### src/rtl/sercom_pkg.sv
// Shared types and helpers for the serial port.
// Assumes the format byte layout listed in the brief.
package sercom_pkg;

    typedef struct packed {
        logic [2:0] rate;
        logic       par_odd;
        logic       par_en;
        logic       two_stop;
        logic [1:0] len_code;
    } frame_cfg_t;

    typedef enum logic [2:0] {
        SH_IDLE, SH_START, SH_DATA, SH_PAR, SH_STOP
    } shift_st_t;

    // Mask keeping only the configured character bits
    function automatic logic [7:0] char_mask(input logic [1:0] len_code);
        return 8'hFF >> (2'd3 - len_code);
    endfunction

    // Index of the last character bit (4..7)
    function automatic logic [2:0] last_idx(input logic [1:0] len_code);
        return {1'b0, len_code} + 3'd4;
    endfunction

    // Parity bit for a character under the chosen sense
    function automatic logic parity_of(input logic [7:0] d, input logic [1:0] len_code,
                                       input logic odd);
        return (^(d & char_mask(len_code))) ^ odd;
    endfunction

endpackage

### src/rtl/sercom_baud.sv
// Oversampling tick generator: one tick every BASE_DIV << rate clocks.
// Assumes BASE_DIV >= 1; a rate change takes effect at the next wrap.
module sercom_baud #(
    parameter int BASE_DIV = 2,
    localparam int DIV_W   = $clog2(BASE_DIV + 1) + 8
) (
    input  logic       clk,
    input  logic       rst_n,
    input  logic [2:0] rate,
    output logic       tick
);
    logic [DIV_W-1:0] cnt;
    logic [DIV_W-1:0] div_m1;

    // Terminal count from the rate select
    always_comb div_m1 = (DIV_W'(BASE_DIV) << rate) - DIV_W'(1);

    // Free-running divider with registered tick
    always_ff @(posedge clk) begin
        if (!rst_n) begin
            cnt  <= '0;
            tick <= 1'b0;
        end else if (cnt >= div_m1) begin
            cnt  <= '0;
            tick <= 1'b1;
        end else begin
            cnt  <= cnt + DIV_W'(1);
            tick <= 1'b0;
        end
    end

    generate
        if (BASE_DIV > 1) begin : g_gap_chk
            assert_tick_gap_R4: assert property (@(posedge clk) disable iff (!rst_n)
                tick |=> !tick);
        end
    endgenerate

endmodule

### src/rtl/sercom_tx.sv
// Transmitter: holding register plus frame shifter.
// Assumes tick is a one-cycle pulse at 16x the bit rate. The format is
// latched when a byte enters the shifter.
module sercom_tx
    import sercom_pkg::*;
(
    input  logic       clk,
    input  logic       rst_n,
    input  logic       tick,
    input  logic [1:0] len_code,
    input  logic       par_en,
    input  logic       par_odd,
    input  logic       two_stop,
    input  logic       load_req,
    input  logic [7:0] wdata,
    output logic       txd,
    output logic       thre
);
    shift_st_t  st;
    logic [7:0] thr;
    logic [7:0] sh;
    logic [3:0] tcnt;
    logic [2:0] idx;
    logic [1:0] l_len;
    logic       l_par_en;
    logic       l_two;
    logic       par;
    logic       second;

    // Frame sequencer, holding register and line driver
    always_ff @(posedge clk) begin
        if (!rst_n) begin
            st       <= SH_IDLE;
            txd      <= 1'b1;
            thr      <= '0;
            thre     <= 1'b1;
            sh       <= '0;
            tcnt     <= '0;
            idx      <= '0;
            l_len    <= 2'd3;
            l_par_en <= 1'b0;
            l_two    <= 1'b0;
            par      <= 1'b0;
            second   <= 1'b0;
        end else begin
            if (st == SH_IDLE) begin
                if (!thre) begin
                    st       <= SH_START;
                    txd      <= 1'b0;
                    sh       <= thr;
                    l_len    <= len_code;
                    l_par_en <= par_en;
                    l_two    <= two_stop;
                    par      <= parity_of(thr, len_code, par_odd);
                    tcnt     <= '0;
                    thre     <= 1'b1;
                end
            end else if (tick) begin
                if (tcnt != 4'd15) begin
                    tcnt <= tcnt + 4'd1;
                end else begin
                    tcnt <= '0;
                    case (st)
                        SH_START: begin
                            st  <= SH_DATA;
                            txd <= sh[0];
                            idx <= '0;
                        end
                        SH_DATA: begin
                            if (idx == last_idx(l_len)) begin
                                second <= 1'b0;
                                if (l_par_en) begin
                                    st  <= SH_PAR;
                                    txd <= par;
                                end else begin
                                    st  <= SH_STOP;
                                    txd <= 1'b1;
                                end
                            end else begin
                                idx <= idx + 3'd1;
                                sh  <= sh >> 1;
                                txd <= sh[1];
                            end
                        end
                        SH_PAR: begin
                            st     <= SH_STOP;
                            txd    <= 1'b1;
                            second <= 1'b0;
                        end
                        SH_STOP: begin
                            if (l_two && !second) second <= 1'b1;
                            else                  st     <= SH_IDLE;
                        end
                        default: st <= SH_IDLE;
                    endcase
                end
            end
            if (load_req) begin
                thr  <= wdata;
                thre <= 1'b0;
            end
        end
    end

    assert_idle_high_R5: assert property (@(posedge clk) disable iff (!rst_n)
        (st == SH_IDLE) |-> txd);
    assert_fall_in_frame_R6: assert property (@(posedge clk) disable iff (!rst_n)
        $fell(txd) |-> (st != SH_IDLE));
    assert_empty_clear_R13: assert property (@(posedge clk) disable iff (!rst_n)
        load_req |=> !thre);

endmodule

### src/rtl/sercom_rx.sv
// Receiver: 16x oversampling, start check halfway through the bit, centre sampling.
// Assumes tick is a one-cycle pulse at 16x the bit rate and the format is
// held steady during a frame. The error flags stay set until status is read.
module sercom_rx
    import sercom_pkg::*;
(
    input  logic       clk,
    input  logic       rst_n,
    input  logic       tick,
    input  logic [1:0] len_code,
    input  logic       par_en,
    input  logic       par_odd,
    input  logic       rxd,
    input  logic       data_rd,
    input  logic       sts_rd,
    output logic [7:0] rbr,
    output logic       ready,
    output logic       pe,
    output logic       fe,
    output logic       ovr
);
    shift_st_t  st;
    logic [1:0] sync;
    logic       rx_s;
    logic [3:0] cnt;
    logic [2:0] idx;
    logic [7:0] sh;
    logic [7:0] aligned;
    logic       par_bit;
    logic       deliver;
    logic       pe_now;

    // Two-stage synchroniser on the serial input
    always_ff @(posedge clk) begin
        if (!rst_n) sync <= 2'b11;
        else        sync <= {sync[0], rxd};
    end

    always_comb rx_s = sync[1];

    // Delivery strobe, character alignment and parity verdict
    always_comb begin
        deliver = (st == SH_STOP) && tick && (cnt == 4'd15);
        aligned = sh >> (2'd3 - len_code);
        pe_now  = par_en && (par_bit != parity_of(aligned, len_code, par_odd));
    end

    // Frame sequencer and receive register
    always_ff @(posedge clk) begin
        if (!rst_n) begin
            st      <= SH_IDLE;
            cnt     <= '0;
            idx     <= '0;
            sh      <= '0;
            par_bit <= 1'b0;
            rbr     <= '0;
        end else if (tick) begin
            case (st)
                SH_IDLE: begin
                    if (!rx_s) begin
                        st  <= SH_START;
                        cnt <= '0;
                    end
                end
                SH_START: begin
                    if (cnt == 4'd7) begin
                        cnt <= '0;
                        idx <= '0;
                        sh  <= '0;
                        st  <= rx_s ? SH_IDLE : SH_DATA;
                    end else begin
                        cnt <= cnt + 4'd1;
                    end
                end
                SH_DATA: begin
                    if (cnt == 4'd15) begin
                        cnt <= '0;
                        sh  <= {rx_s, sh[7:1]};
                        if (idx == last_idx(len_code)) st <= par_en ? SH_PAR : SH_STOP;
                        else                           idx <= idx + 3'd1;
                    end else begin
                        cnt <= cnt + 4'd1;
                    end
                end
                SH_PAR: begin
                    if (cnt == 4'd15) begin
                        cnt     <= '0;
                        par_bit <= rx_s;
                        st      <= SH_STOP;
                    end else begin
                        cnt <= cnt + 4'd1;
                    end
                end
                SH_STOP: begin
                    if (cnt == 4'd15) begin
                        cnt <= '0;
                        rbr <= aligned;
                        st  <= SH_IDLE;
                    end else begin
                        cnt <= cnt + 4'd1;
                    end
                end
                default: st <= SH_IDLE;
            endcase
        end
    end

    // Status flags: set on delivery, cleared by the matching read
    always_ff @(posedge clk) begin
        if (!rst_n) begin
            ready <= 1'b0;
            pe    <= 1'b0;
            fe    <= 1'b0;
            ovr   <= 1'b0;
        end else begin
            if (deliver)      ready <= 1'b1;
            else if (data_rd) ready <= 1'b0;
            if (deliver && pe_now) pe <= 1'b1;
            else if (sts_rd)       pe <= 1'b0;
            if (deliver && !rx_s)  fe <= 1'b1;
            else if (sts_rd)       fe <= 1'b0;
            if (deliver && ready && !data_rd) ovr <= 1'b1;
            else if (sts_rd)                  ovr <= 1'b0;
        end
    end

    assert_ready_set_R9: assert property (@(posedge clk) disable iff (!rst_n)
        deliver |=> ready);
    assert_ready_clear_R2: assert property (@(posedge clk) disable iff (!rst_n)
        (data_rd && !deliver) |=> !ready);
    assert_err_clear_R3: assert property (@(posedge clk) disable iff (!rst_n)
        (sts_rd && !deliver) |=> !(pe || fe || ovr));
    assert_start_halfbit_R8: assert property (@(posedge clk) disable iff (!rst_n)
        (st == SH_DATA) && $past(st) == SH_START |-> $past(!rx_s));

endmodule

### src/rtl/sercom_port.sv
// Serial port top: register decode, format register, tx/rx/baud instances.
// Assumes single-cycle strobes qualified by cs. Reads are combinational and
// their side effects land at the clock edge where the strobe is sampled.
module sercom_port
    import sercom_pkg::*;
#(
    parameter int BASE_DIV = 2
) (
    input  logic       clk,
    input  logic       rst_n,
    input  logic       cs,
    input  logic       rsel,
    input  logic       rd_stb,
    input  logic       wr_stb,
    input  logic [7:0] wdata,
    output logic [7:0] rdata,
    output logic       txd,
    input  logic       rxd
);
    logic [7:0] ctl;
    frame_cfg_t cfg;
    logic       wr_thr, wr_ctl, rd_rbr, rd_sts;
    logic       tick;
    logic       thre;
    logic [7:0] rbr;
    logic       ready, pe, fe, ovr;
    logic [7:0] sts;

    // Access decode from select, register bit and direction
    always_comb begin
        wr_thr = cs && wr_stb && !rsel;
        wr_ctl = cs && wr_stb &&  rsel;
        rd_rbr = cs && rd_stb && !rsel;
        rd_sts = cs && rd_stb &&  rsel;
        cfg    = frame_cfg_t'(ctl);
        sts    = {3'b000, ovr, fe, pe, ready, thre};
    end

    // Format register
    always_ff @(posedge clk) begin
        if (!rst_n)      ctl <= 8'h03;
        else if (wr_ctl) ctl <= wdata;
    end

    // Read data multiplexer
    always_comb begin
        rdata = '0;
        if (rd_sts)      rdata = sts;
        else if (rd_rbr) rdata = rbr;
    end

    sercom_baud #(.BASE_DIV(BASE_DIV)) u_baud (
        .clk  (clk),
        .rst_n(rst_n),
        .rate (cfg.rate),
        .tick (tick)
    );

    sercom_tx u_tx (
        .clk     (clk),
        .rst_n   (rst_n),
        .tick    (tick),
        .len_code(cfg.len_code),
        .par_en  (cfg.par_en),
        .par_odd (cfg.par_odd),
        .two_stop(cfg.two_stop),
        .load_req(wr_thr),
        .wdata   (wdata),
        .txd     (txd),
        .thre    (thre)
    );

    sercom_rx u_rx (
        .clk     (clk),
        .rst_n   (rst_n),
        .tick    (tick),
        .len_code(cfg.len_code),
        .par_en  (cfg.par_en),
        .par_odd (cfg.par_odd),
        .rxd     (rxd),
        .data_rd (rd_rbr),
        .sts_rd  (rd_sts),
        .rbr     (rbr),
        .ready   (ready),
        .pe      (pe),
        .fe      (fe),
        .ovr     (ovr)
    );

    assert_cs_quiet_R1: assert property (@(posedge clk) disable iff (!rst_n)
        !cs |=> $stable(ctl));
    assert_cs_rdata_R1: assert property (@(posedge clk) disable iff (!rst_n)
        !cs |-> (rdata == 8'h00));
    assert_fmt_write_R3: assert property (@(posedge clk) disable iff (!rst_n)
        (cs && wr_stb && rsel) |=> (ctl == $past(wdata)));

endmodule

### config.mk
export PLATFORM = sky130hd
export DESIGN_NAME = sercom_port
export DESIGN_NICKNAME = d
export VERILOG_FILES = /design/src/rtl/sercom_pkg.sv /design/src/rtl/sercom_baud.sv /design/src/rtl/sercom_tx.sv /design/src/rtl/sercom_rx.sv /design/src/rtl/sercom_port.sv
export SDC_FILE = /design/constraint.sdc
export NUM_CORES = 1
export LEC_CHECK = 0
export ABC_CLOCK_PERIOD_IN_PS = 2900
export CAP_MARGIN = 20
export CORE_UTILIZATION = 63
export DETAILED_ROUTE_END_ITERATION = 6
export DONT_BUFFER_PORTS = 1
export MAX_ROUTING_LAYER = met4
export PLACE_DENSITY = 0.79
export SETUP_SLACK_MARGIN = 0.3
export SYNTH_ARGS = -nofsm -noshare
export SYNTH_HDL_FRONTEND = slang
export SYNTH_SLANG_ARGS = --single-unit
### constraint.sdc
create_clock -name clk -period 2.9 [get_ports clk]
set_input_delay 0.29 -clock clk [delete_from_list [all_inputs] [get_ports clk]]
set_output_delay 0.29 -clock clk [all_outputs]
set_load 0.02 [all_outputs]
==> reports/results.txt <==
DR vias/cell - 6.12
Pre-CTS setup slack - 0.507 ns
Tcrit/Tclk final - 82.1%
VDD IR max - 0.334 mV
Vias in the first global route - 3320
Fin. max-slew vios - 0
CTS root buf - clkbuf_8
Setup TNS - 0 ns
CP Max Fanout - 9
Crit end category - register
Syn_nets - 544
Die Wd - 85.1 um
Final global-route overflow total - 0
Row count - 29
Synth Cell Area - 4350 um2
Fmax - 0.420 GHz
DP HPWL - 6510 um
Final std cells w/o fill - 592
Yosys top cell area share - 39.6%
Per-cell routed wire length - 15.7 um
CTS tree - built
Main synth FF type - dfxtp_1
Pin count of the biggest net entering global routing - 40
Crit path arrival time - 2.57 ns
Final Hold Viols - 0
Clock slew at reported path FFs - 0.09 ns
First-pass DRT Iterations - 4
Worst-Skew Late Latency - 0.35 ns
Share of cells above drive strength 1 - 7.77%
Critical path class - reg2reg
Routed WL - 9290 um
Final setup fails - 0
Post-synthesis cell type count - 59
Setup WS post-layout - 0.520 ns
PD cells - 469 nW/um2
CTS Sinks - 86
Nets - 537
Area contributors post-synth - dfxtp_1 40%, nand2_1 5.3%, nor2_1 5.2%, xnor2_1 4.6%, mux2i_1 4.6%
Antenna viol nets, final - 0
FFs w/ async S/R, synth - 0%
Clock tree buffer depth - 2
# DRC - 0
Initial antenna violation count - 0
Number of max-cap violations - 0
Minimum clock period - 2.38 ns
EDFF count, synth - 0
Initial DRC Count - 219
YS warnings - 0
Worst Max-Slew Pin Slew - 1.02 ns
Tightest hold margin - 0.0164 ns
Max-Slew Margin vs Limit - 31.6%
Yosys reg bits - 86
Via count - 3621
Ant diodes - 0
Die footprint - 7250 um2
# port buffers - 0
Die height - 85.1 um
HP Class - in2reg
CTS buffer count - 9
Clock Skews - 0.00801 ns
Register area share after synthesis - 39.6%
First-pass GRT wire length - 15800 um
Finished layout cell area - 4600 um2
Synth Instances - 517
Htree depth - 3
GP Congestion - 0.819
Core area - 6490 um2
I/O pin cnt - 24
Req. time, crit path - 3.09 ns
Critical Path Source Type - register
Cell taking the most area after synthesis - dfxtp_1
Pleak - 0.00168 uW
Unrepaired setup endpoints after global routing - no
Avg Inst Size Synth - 8.42 um2
Starting Density - 67.0%
Layout area overhead - 5.58%
Status - finished clean
Cells after DPL - 574
Total GRT Usage - 28.4%
DP Area - 4390 um2
-- final timing paths --
kind         cells past startpoint             to  slack, ns    startpoint
min                              1   u_rx.sync[0]       0.02         rst_n
max reg2reg                      8  u_baud.cnt[7]       0.52        cfg[7]
max                              8  u_baud.cnt[7]       0.52        cfg[7]
min reg2reg                      1   u_rx.sync[1]       0.42  u_rx.sync[0]
-- synthesized netlist by cell type, drive strengths merged, types with 2 or more instances --
cell type / n
o21a: 3
mux2: 3
a21oi: 39
and3b: 2
xor2: 9
and3: 9
a31oi: 4
and2: 5
nand2b: 8
nor3b: 3
buf: 9
o21ai: 15
a22o: 5
o221ai: 2
mux2i: 20
nand4b: 2
o41ai: 2
clkinv: 2
ha: 12
nand2: 62
a22oi: 11
nor2: 60
nand4: 3
nand3b: 3
nand3: 19
a211oi: 14
nor3: 17
a32oi: 2
dfxtp: 86
a2111oi: 2
xnor2: 23
clkbuf: 22
nor2b: 3
nor4: 5
inv: 8
a21o: 5
o22ai: 2
or2: 3
-- layer usage --
layer | share of wire (%) | global-route usage [%] | wire [um] | up-vias
met4 | 0.91 | 6.32 | 85 | 0
met5 | 0 | - | 0 | -
met3 | 5.7 | 7.78 | 527 | 8
met2 | 48 | 45.5 | 4440 | 100
met1 | 46 | 36.0 | 4240 | 1691
li1 | - | - | - | 1822
-- worst max-delay path: stages, from the launching register on --
cell and delay, ns:
dfxtp_1 0.46, nor3_1 0.08, ha_1 0.28, a21o_1 0.10
a21o_1 0.11, a21o_1 0.11, a21oi_1 0.08, nor3b_1 0.84
nor3_1 0.16
-- registers in the layout (all words and copies together), names as in the netlist, 2 cells and up --
name	count
u_tx.sh	8
u_tx.l_len	2
u_baud.cnt	10
cfg	8
u_rx.sh	8
u_rx.sync	2
u_rx.idx	3
u_tx.idx	3
u_tx.tcnt	4
u_rx.cnt	4
u_rx.st	3
u_rx.rbr	8
u_tx.st	3
u_tx.thr	8
-- stage by stage --
stage,power (uW),util (%)
2_1_floorplan,1370,-
3_3_place_gp,1400,67.6
3_5_place_dp,1400,67.6
4_1_cts,2170,70.7
5_1_grt,2250,70.8
6_report,2160,70.8
-- cell usage in the layout, fill, tap and decap left out, types with 12 or more instances in the layout --
cell type / instances
dfxtp_1: 86
nand2_1: 62
nor2_1: 60
a21oi_1: 38
xnor2_1: 23
mux2i_1: 20
nand3_1: 19
nor3_1: 16
o21ai_0: 15
a211oi_1: 12
ha_1: 12
-- kinds of logic after synthesis --
logic type	share of synthesized area, %
XOR/XNOR	6.44
other	0.0861
flip-flops	39.6
AND/OR/NAND/NOR	22.4
AO/OA/AOI/OAI	18.1
adder cells (fa/ha/maj)	3.45
buffers and inverters	4.08
multiplexers	5.89
-- report_power, final --
| part | internal [uW] | switching (uW) |
|---|---|---|
| clock network | 339 | 437 |
| registers | 1200 | 27.0 |
| logic | 62.5 | 90.4 |
| total | 1600 | 554 |
-- area by class of cell --
class,instances,area [um2]
well taps,77,96.3
clock buffers,10,138
multi-input cells,390,2450
inverters,10,37.5
fillers,520,1900
clock inverters,6,45.0
repair buffers,13,103
flip-flops and latches,86,1720
-- repair_timing --
item | CTS | global route
endpoints found under the setup margin | 0 | 9
hold buffers | 2 | 0
buffers inserted | 0 | 0
hold endpoints to repair | 4 | 0
gates resized for setup | 0 | 1
(Power assumes the default switching activity.)
